--- src/rtl/lca_pkg.sv ---
package lca_pkg;
  // Configuration word field positions (the element decodes these)
  localparam int TBL_LO  = 1;
  localparam int TBL_HI  = 4;
  localparam int B_SRC   = 5;
  localparam int A_SRC   = 6;
  localparam int ODD_LO  = 7;
  localparam int ODD_HI  = 8;
  localparam int EVEN_LO = 9;
  localparam int EVEN_HI = 10;
  localparam int CFG_KEEP = EVEN_HI - TBL_LO + 1;
endpackage

--- src/rtl/lca_cfg_regs.sv ---
module lca_cfg_regs
  import lca_pkg::*;
#(
  parameter int NUM_ELEM  = 32,
  parameter int WORD_W    = 16,
  parameter int ADDR_W    = 6,
  localparam int DIN_WORDS = NUM_ELEM / WORD_W,
  localparam int DIN_BASE  = NUM_ELEM,
  localparam int LOCK_ADDR = NUM_ELEM + DIN_WORDS
) (
  input  logic                         clk,
  input  logic                         rst,
  input  logic                         wr_en,
  input  logic [ADDR_W-1:0]            wr_addr,
  input  logic [WORD_W-1:0]            wr_data,
  output logic [NUM_ELEM*CFG_KEEP-1:0] cfg_flat,
  output logic [NUM_ELEM-1:0]          din_flat
);

  logic lock_q;

  // Lock: set-only, cleared by reset
  always_ff @(posedge clk) begin
    if (rst)
      lock_q <= 1'b0;
    else if (wr_en && wr_addr == ADDR_W'(LOCK_ADDR) && wr_data[0])
      lock_q <= 1'b1;
  end

  // Configuration words, one per element
  for (genvar e = 0; e < NUM_ELEM; e++) begin : g_cfg
    always_ff @(posedge clk) begin
      if (rst)
        cfg_flat[e*CFG_KEEP +: CFG_KEEP] <= '0;
      else if (wr_en && !lock_q && wr_addr == ADDR_W'(e))
        cfg_flat[e*CFG_KEEP +: CFG_KEEP] <= wr_data[EVEN_HI:TBL_LO];
    end
  end

  // Data-input words, never locked
  for (genvar w = 0; w < DIN_WORDS; w++) begin : g_din
    always_ff @(posedge clk) begin
      if (rst)
        din_flat[w*WORD_W +: WORD_W] <= '0;
      else if (wr_en && wr_addr == ADDR_W'(DIN_BASE + w))
        din_flat[w*WORD_W +: WORD_W] <= wr_data;
    end
  end

  p_lock_sticky_r10: assert property (@(posedge clk) disable iff (rst)
    lock_q |=> lock_q);

  p_cfg_frozen_r10: assert property (@(posedge clk) disable iff (rst)
    lock_q |=> $stable(cfg_flat));

endmodule

--- src/rtl/lca_element.sv ---
module lca_element
  import lca_pkg::*;
#(
  parameter int  EPB      = 8,
  parameter int  ELEM_IDX = 0,
  parameter bit  GPIO_OK  = 1'b1
) (
  input  logic                 clk,
  input  logic                 rst,
  input  logic [EVEN_HI:TBL_LO] cfg,
  input  logic                 din_bit,
  input  logic                 gpio_bit,
  input  logic                 ext_in,
  input  logic [EPB-1:0]       sib_q,
  output logic                 q
);

  logic [EVEN_HI-EVEN_LO:0] even_sel;
  logic [ODD_HI-ODD_LO:0]   odd_sel;
  logic [TBL_HI-TBL_LO:0]   tbl;
  logic even_fb, odd_fb, op_a, op_b, f;

  assign even_sel = cfg[EVEN_HI:EVEN_LO];
  assign odd_sel  = cfg[ODD_HI:ODD_LO];
  assign tbl      = cfg[TBL_HI:TBL_LO];

  always_comb begin
    if (ELEM_IDX == 0 && even_sel == '0)
      even_fb = ext_in;
    else
      even_fb = sib_q[{even_sel, 1'b0}];
    odd_fb = sib_q[{odd_sel, 1'b1}];
    op_a   = cfg[A_SRC] ? even_fb : din_bit;
    op_b   = (GPIO_OK && cfg[B_SRC]) ? gpio_bit : odd_fb;
    f      = tbl[{op_a, op_b}];
  end

  always_ff @(posedge clk) begin
    if (rst) q <= 1'b0;
    else     q <= f;
  end

  p_tbl_zero_r2: assert property (@(posedge clk) disable iff (rst)
    (tbl == 4'b0000) |=> !q);

  p_tbl_one_r2: assert property (@(posedge clk) disable iff (rst)
    (tbl == 4'b1111) |=> q);

endmodule

--- src/rtl/lca_block.sv ---
module lca_block
  import lca_pkg::*;
#(
  parameter int EPB       = 8,
  parameter int BLOCK_IDX = 0,
  parameter int GPIO_W    = 16
) (
  input  logic                    clk,
  input  logic                    rst,
  input  logic [EPB*CFG_KEEP-1:0] cfg_blk,
  input  logic [EPB-1:0]          din_blk,
  input  logic [GPIO_W-1:0]       gpio_in,
  input  logic                    ext_in,
  output logic [EPB-1:0]          q_blk
);

  for (genvar e = 0; e < EPB; e++) begin : g_elem
    localparam int GIDX = BLOCK_IDX * EPB + e;
    logic gp;
    if (GIDX < GPIO_W) begin : g_gp
      assign gp = gpio_in[GIDX];
    end else begin : g_nogp
      assign gp = 1'b0;
    end

    lca_element #(
      .EPB      (EPB),
      .ELEM_IDX (e),
      .GPIO_OK  (GIDX < GPIO_W)
    ) u_elem (
      .clk      (clk),
      .rst      (rst),
      .cfg      (cfg_blk[e*CFG_KEEP +: CFG_KEEP]),
      .din_bit  (din_blk[e]),
      .gpio_bit (gp),
      .ext_in   (ext_in),
      .sib_q    (q_blk),
      .q        (q_blk[e])
    );
  end

endmodule

--- src/rtl/logic_cell_array.sv ---
module logic_cell_array
  import lca_pkg::*;
#(
  parameter int NUM_BLOCKS = 4,
  parameter int EPB        = 8,
  parameter int WORD_W     = 16,
  localparam int NUM_ELEM  = NUM_BLOCKS * EPB,
  localparam int GPIO_W    = NUM_ELEM / 2,
  localparam int DIN_WORDS = NUM_ELEM / WORD_W,
  localparam int ADDR_W    = $clog2(NUM_ELEM + DIN_WORDS + 1),
  localparam int RD_SEL_W  = (DIN_WORDS > 1) ? $clog2(DIN_WORDS) : 1
) (
  input  logic                clk,
  input  logic                rst,
  input  logic                wr_en,
  input  logic [ADDR_W-1:0]   wr_addr,
  input  logic [WORD_W-1:0]   wr_data,
  input  logic [GPIO_W-1:0]   gpio_in,
  input  logic [RD_SEL_W-1:0] rd_sel,
  output logic [WORD_W-1:0]   rd_data
);

  logic [NUM_ELEM*CFG_KEEP-1:0] cfg_flat;
  logic [NUM_ELEM-1:0]          din_flat;
  logic [NUM_ELEM-1:0]          q_all;

  lca_cfg_regs #(
    .NUM_ELEM (NUM_ELEM),
    .WORD_W   (WORD_W),
    .ADDR_W   (ADDR_W)
  ) u_regs (
    .clk      (clk),
    .rst      (rst),
    .wr_en    (wr_en),
    .wr_addr  (wr_addr),
    .wr_data  (wr_data),
    .cfg_flat (cfg_flat),
    .din_flat (din_flat)
  );

  for (genvar b = 0; b < NUM_BLOCKS; b++) begin : g_blk
    logic ext;
    if (b == 0) begin : g_first
      assign ext = 1'b0;
    end else begin : g_chain
      assign ext = q_all[b*EPB - 1];
    end

    lca_block #(
      .EPB       (EPB),
      .BLOCK_IDX (b),
      .GPIO_W    (GPIO_W)
    ) u_blk (
      .clk     (clk),
      .rst     (rst),
      .cfg_blk (cfg_flat[b*EPB*CFG_KEEP +: EPB*CFG_KEEP]),
      .din_blk (din_flat[b*EPB +: EPB]),
      .gpio_in (gpio_in),
      .ext_in  (ext),
      .q_blk   (q_all[b*EPB +: EPB])
    );
  end

  always_ff @(posedge clk) begin
    if (rst) rd_data <= '0;
    else     rd_data <= q_all[int'(rd_sel)*WORD_W +: WORD_W];
  end

  p_reset_clear_r1: assert property (@(posedge clk)
    rst |=> (q_all == '0 && rd_data == '0));

endmodule

--- config.mk ---
export PLATFORM = sky130hd
export DESIGN_NAME = logic_cell_array
export DESIGN_NICKNAME = d
export VERILOG_FILES = /design/src/rtl/lca_pkg.sv /design/src/rtl/lca_cfg_regs.sv /design/src/rtl/lca_element.sv /design/src/rtl/lca_block.sv /design/src/rtl/logic_cell_array.sv
export SDC_FILE = /design/constraint.sdc
export NUM_CORES = 1
export LEC_CHECK = 0
export BUFFER_PORTS_ARGS = -buffer_cell sky130_fd_sc_hd__buf_2
export CORE_MARGIN = 2
export CORE_UTILIZATION = 40
export CTS_BUF_LIST = sky130_fd_sc_hd__clkbuf_8
export CTS_CLUSTER_SIZE = 8
export DETAILED_ROUTE_END_ITERATION = 12
export SKIP_CTS_REPAIR_TIMING = 1
export SLEW_MARGIN = 20
export SYNTH_ARGS = -nofsm -noshare
export SYNTH_HDL_FRONTEND = slang
export SYNTH_SLANG_ARGS = --single-unit
--- constraint.sdc ---
create_clock -name clk -period 1.7 [get_ports clk]
set_clock_uncertainty 0.2 [all_clocks]
set_input_delay 0.34 -clock clk [delete_from_list [all_inputs] [get_ports clk]]
set_output_delay 0.34 -clock clk [all_outputs]
set_load 0.05 [all_outputs]
# Word level (Yosys, flattened, before mapping)
# Cells that the tools add are included.
# op_classes
reduce_logical,43
n_shift,1
eq_ne,34
div,0
n_mux,244
n_addsub,0
magnitude_cmp,96
n_bitwise,0
n_mul,0
# op_table
op,count
$lt 3x4->1 const B,64
$bmux 1 s2,96
$mux 1,148
$eq 6x5->1 const B,16
$lt 2x3->1 const B,32
$eq 6x4->1 const B,8
$logic_and 1x1->1,37
$shiftx 32x6->16,1
$eq 6x3->1 const B,4
$eq 6x6->1 const B,3
$eq 6x2->1 const B,2
$logic_not 2->1,4
$eq 6x1->1 const B,1
$logic_not 6->1,1
$logic_not 1->1,1
# totals
regBits,401
output_inout_bits,16
romBits,0
word_cells,486
ram_bits,0
inputBits,42
memories,0
latch_bits,0

# Depth between registers and ports, before layout
# depth
word_depth,6
mapped_depth,6

# Cells and area by module
# From an unflattened synthesis, not the netlist that was laid out.
# unflattened
cells_unflattened,1714
area_unflattened_um2,18579.1
# by_module_without_submodules
mod,cells_per_inst,area_each_um2,n_inst
lca_cfg_regs,1243,13743.2,1
lca_element at g_blk[0].u_blk.g_elem[0].u_elem ...,18,153.9,16
lca_element at g_blk[2].u_blk.g_elem[0].u_elem ...,8,111.4,16
logic_cell_array,53,584.3,1
lca_block at g_blk[2].u_blk ...,1,3.8,2

# Least setup slack after synthesis
# OpenSTA, ideal clock, no wires.
# synth_timing
path_type,input-to-reg
start,input wr_addr[4]
end,register u_regs.cfg_flat[120]
path_slack_ns,-0.229
arrival_ns,1.601
path_stages,6
cell_sequence,or4b_4 -> buf_6 -> nor4_4 -> buf_6 -> mux2i_1 -> nor2_1
# synth_between
elab_chain_cells,2
# synth_rtl
element,line_no,text
start: declaration,logic_cell_array.sv:16,"input logic [ADDR_W-1:0] wr_addr,"
$eq 6x4->1,lca_cfg_regs.sv:35,else if (wr_en && !lock_q && wr_addr == ADDR_W'(e))
$logic_and 1x1->1,lca_cfg_regs.sv:35,
end signal: indexed assignment,lca_cfg_regs.sv:36,cfg_flat[e*CFG_KEEP +: CFG_KEEP] <= wr_data[EVEN_HI:TBL_LO];
end: declaration,lca_cfg_regs.sv:16,"output logic [NUM_ELEM*CFG_KEEP-1:0] cfg_flat,"
# No other way between the ends.
# A chain may end at the register's enable or synchronous reset.

# Worst setup path in the final report
# layout_timing
start,register u_regs.lock_q
end,register u_regs.cfg_flat[124]
# layout_between
elab_chain_cells,3
# layout_rtl
element,line_no,text
start: declaration,lca_cfg_regs.sv:20,logic lock_q;
start signal: assignment,lca_cfg_regs.sv:25,lock_q <= 1'b0;
start signal: assignment,lca_cfg_regs.sv:27,lock_q <= 1'b1;
$logic_not 1->1,lca_cfg_regs.sv:35,
$logic_and 1x1->1 (2 in a row),lca_cfg_regs.sv:35,
# No other way between the ends.

==> metrics <==
Crit. Startpoint u_regs.lock_q$_SDFFE_PP0P_; WS Path Type flip-flop to flip-flop; final WL approximately 47000 um; Crit path largest cell delay around 0.66 ns; Clk pin slew, worst setup/hold paths roughly 0.06 ns; final hold vios 1; DRT Pass-1 Iters 5; Slew Viols, Final 0; post-route ant nets 0; Worst R2R Path Depth 5; Synth Cell Area 17000 um2; Final GP Congestion 0.770; pre-CTS setup slack -0.462 ns; largest net degree at the start of global routing 38; Reg2Reg Setup Slack -0.34 ns; VDD IR max around 0.44 mV; Final setup viols around 310; number of remaining DRC errors 0; Hold Path Stages 4; die height around 210 um; GRT busiest layer met2; setup TNS -49.25 ns; simple-gate area share of the yosys netlist 15.9%; worst min path class input port to flip-flop; Critical Path RT 1.99 ns; footprint of the multi-input gates 9050 um2; beginning of the worst register-to-register path u_regs.lock_q$_SDFFE_PP0P_; largest family of logic cells by synthesized area multiplexers; crit path DAT roughly 2.3 ns; Tcrit/Tclk final 120%; Via density roughly 5.3; CTS Root Cell clkbuf_8; total track usage roughly a fifth; Sequential Area 7750 um2; Syn Inst Count ~1700; Leak Pwr between 8 and 9 nW; CTS tree done; Crit. End Element flip-flop; multiplexer area fraction after synthesis approximately 29%; Seq cells post-synth 385; worst-margin pin slew around 0.72 ns; CP cell instances or4b_4 -> nor4_4 -> buf_12 -> mux2i_1 -> nor2_1; port buffer count between 50 and 60; Cell variety after synth 43; first-pass GRT wire length between 70000 and 80000 um; Nets between 1500 and 2000; drt initial violations roughly 730; clk sink count 385; Critical Path Start Type flip-flop; Initial Util between 40% and 50%; slowest CP cell or4b_4; Die W about 210 um; fraction of layout cells with a size suffix above 1 approximately 25%; H-tree levels 3; post-synthesis sequential area ratio 45.4%; failing checks negative hold slack, negative setup slack; Core Rows 75; Mapped Nets 1754; Core ar. roughly 42000 um2; routing usage on met1 between 20% and 30%; yosys warns 0; Filler Cell Count 3828; Hold Path End g_blk[0].u_blk.g_elem[1].u_elem.q$_SDFF_PP0_; Post-synth EDFFs 0; Post-Synth XOR/XNOR Area 0%; Clk Latency, worst-skew pair 0.61 ns; Synth Area per Inst approximately 9.9 um2; per-cell routed wire length about 19 um; Synth Area in Compound Gates approximately 5.4%; initial antenna violation count 3; grt met2 use 35.1%; met3 Resource Use GR under 10%; hold_ws -0.0148 ns; top_reg_cell synth dfxtp_1; CTS Buffer Depth 3; DR vias around 13000; status finished, violations left; crit-path max FO 10; PwrDens about 860 nW/um2; Hold Crit Start gpio_in[1]; Async S/R FF share, synth 0%; Max Fclk 491 MHz; Min Clock Period, post-route ~2 ns; Area Overhead vs Synth 25.3%; Synth Area in Adders 0%; reg2reg end u_regs.cfg_flat[124]$_SDFFE_PP0P_; Slew HR around half; IO Pins 58; max_cap viols 0; post-detail-place hpwl ~28000 um; Die Area 44100 um2; RSZ-0062 raised after global routing true; overflow left after global routing 0; final worst slack -0.338 ns; vias in the first global route between 10000 and 15000; CTS buffer count 69
==> where the power goes <==
group / total, mW / switching, mW / internal (mW)
sequential: 9.08 / 0.0288 / 9.05
clock: 8.26 / 3.74 / 4.52
combinational: 1.01 / 0.635 / 0.377
total: 18.4 / 4.40 / 14.0
==> how the worst max path moves through the flow <==
stage,end,slack [ns],cells after the start
2_1_floorplan,u_regs.cfg_flat[120]$_SDFFE_PP0P_,-0.23,6
3_3_place_gp,u_regs.cfg_flat[144]$_SDFFE_PP0P_,-0.43,6
3_5_place_dp,u_regs.cfg_flat[148]$_SDFFE_PP0P_,-0.46,6
4_1_cts,u_regs.cfg_flat[144]$_SDFFE_PP0P_,-0.35,5
5_1_grt,u_regs.cfg_flat[124]$_SDFFE_PP0P_,-0.41,5
6_report,u_regs.cfg_flat[124]$_SDFFE_PP0P_,-0.34,5
==> worst max-delay path: cells and delay by family (launching register included) <==
| family | cells | cell delay, ns |
|---|---|---|
| buf+inv | 1 | 0.18 |
| flops | 1 | 0.31 |
| mux | 1 | 0.19 |
| simple gates | 3 | 1.02 |
==> stage by stage <==
step	instance area [um2]	hold WS [ns]	cells	total power, mW	utilization [%]
final	21300	-0.0148	2489	18.4	50.8
after floorplan	17000	0.232	1712	9.73	-
after global routing	21300	-0.000643	2489	19.1	50.8
after global placement	19100	0.241	2340	10.2	45.5
after detailed placement	19100	0.247	2340	10.2	45.5
after CTS	20400	-0.211	2452	18.5	48.5
==> Yosys cell counts (16+ instances only) <==
master | instances | area (um2)
a21oi_1 | 54 | 270
nor2_1 | 318 | 1190
clkbuf_1 | 89 | 334
a211oi_1 | 16 | 120
nand2_1 | 92 | 345
mux2i_1 | 392 | 3920
mux4_2 | 32 | 721
mux2_2 | 32 | 360
dfxtp_1 | 385 | 7710
buf_2 | 35 | 175
o22ai_1 | 16 | 100
nor2b_1 | 37 | 231
nand3_1 | 53 | 265
nand2b_1 | 35 | 219
==> state kept, by name (all words and copies together) (netlist names) <==
register / cells
u_regs.din_flat: 32
u_regs.cfg_flat: 304
u_regs.lock_q: 1
g_blk.u_blk.g_elem.u_elem.q: 32
rd_data: 16
==> layout make-up <==
| cell class | instances | share of cell area [%] |
|---|---|---|
| diodes | 1 | 0.0118 |
| repair buffers | 265 | 11.8 |
| flip-flops and latches | 385 | 36.4 |
| well taps | 539 | 3.17 |
| multi-input cells | 1185 | 42.5 |
| clock buffers | 83 | 5.36 |
| inverters | 2 | 0.0353 |
| clock inverters | 29 | 0.688 |
==> routing by layer <==
metal  routed length (um)  vias to the layer above  part of all wire, %
met5                    0                        -                    0
met2                22600                      284                   48
li1                     -                     6404                    -
met1                21500                     6498                   45
met3                 2280                       66                  4.8
met4                  906                        0                  1.9
==> cells in the final DEF, fill, tap and decap left out, types with 3 or more instances in the layout <==
master         Yosys  layout
dfxtp_2            0      11
buf_8              0       3
inv_1              2      23
clkinv_2           0       6
a211oi_1          16      14
a2111oi_0         15      12
dfxtp_4            0       7
dfxtp_1          385     367
mux4_2            32      32
a21oi_1           54      50
buf_2             35      61
or4_1             15      15
nor3_4             0       5
clkbuf_8           0      83
dlygate4sd3_1      0       9
o31ai_1           15      15
o221ai_1          15      13
nor2_1           318     316
nand2b_1          35      35
o22ai_1           16      16
nand3_1           53      42
mux2_2            32      31
nor3_2             5       5
nand3_4            0       8
nand2_1           92      86
clkbuf_16          0       3
nor3b_2            0       3
buf_6              6      26
nand3_2            0       3
nor2b_1           37      36
mux2i_2            0       8
a21oi_2            0       4
buf_12             0      39
nor3b_1           15      12
mux2i_1          392     383
buf_4              9     124
==> cell families after synthesis <==
| kind of cell | count (synthesis) |
|---|---|
| buffers and inverters | 143 |
| AND/OR/NAND/NOR | 590 |
| multiplexers | 456 |
| flip-flops | 385 |
| AO/OA/AOI/OAI | 138 |
(Power assumes the default switching activity.)
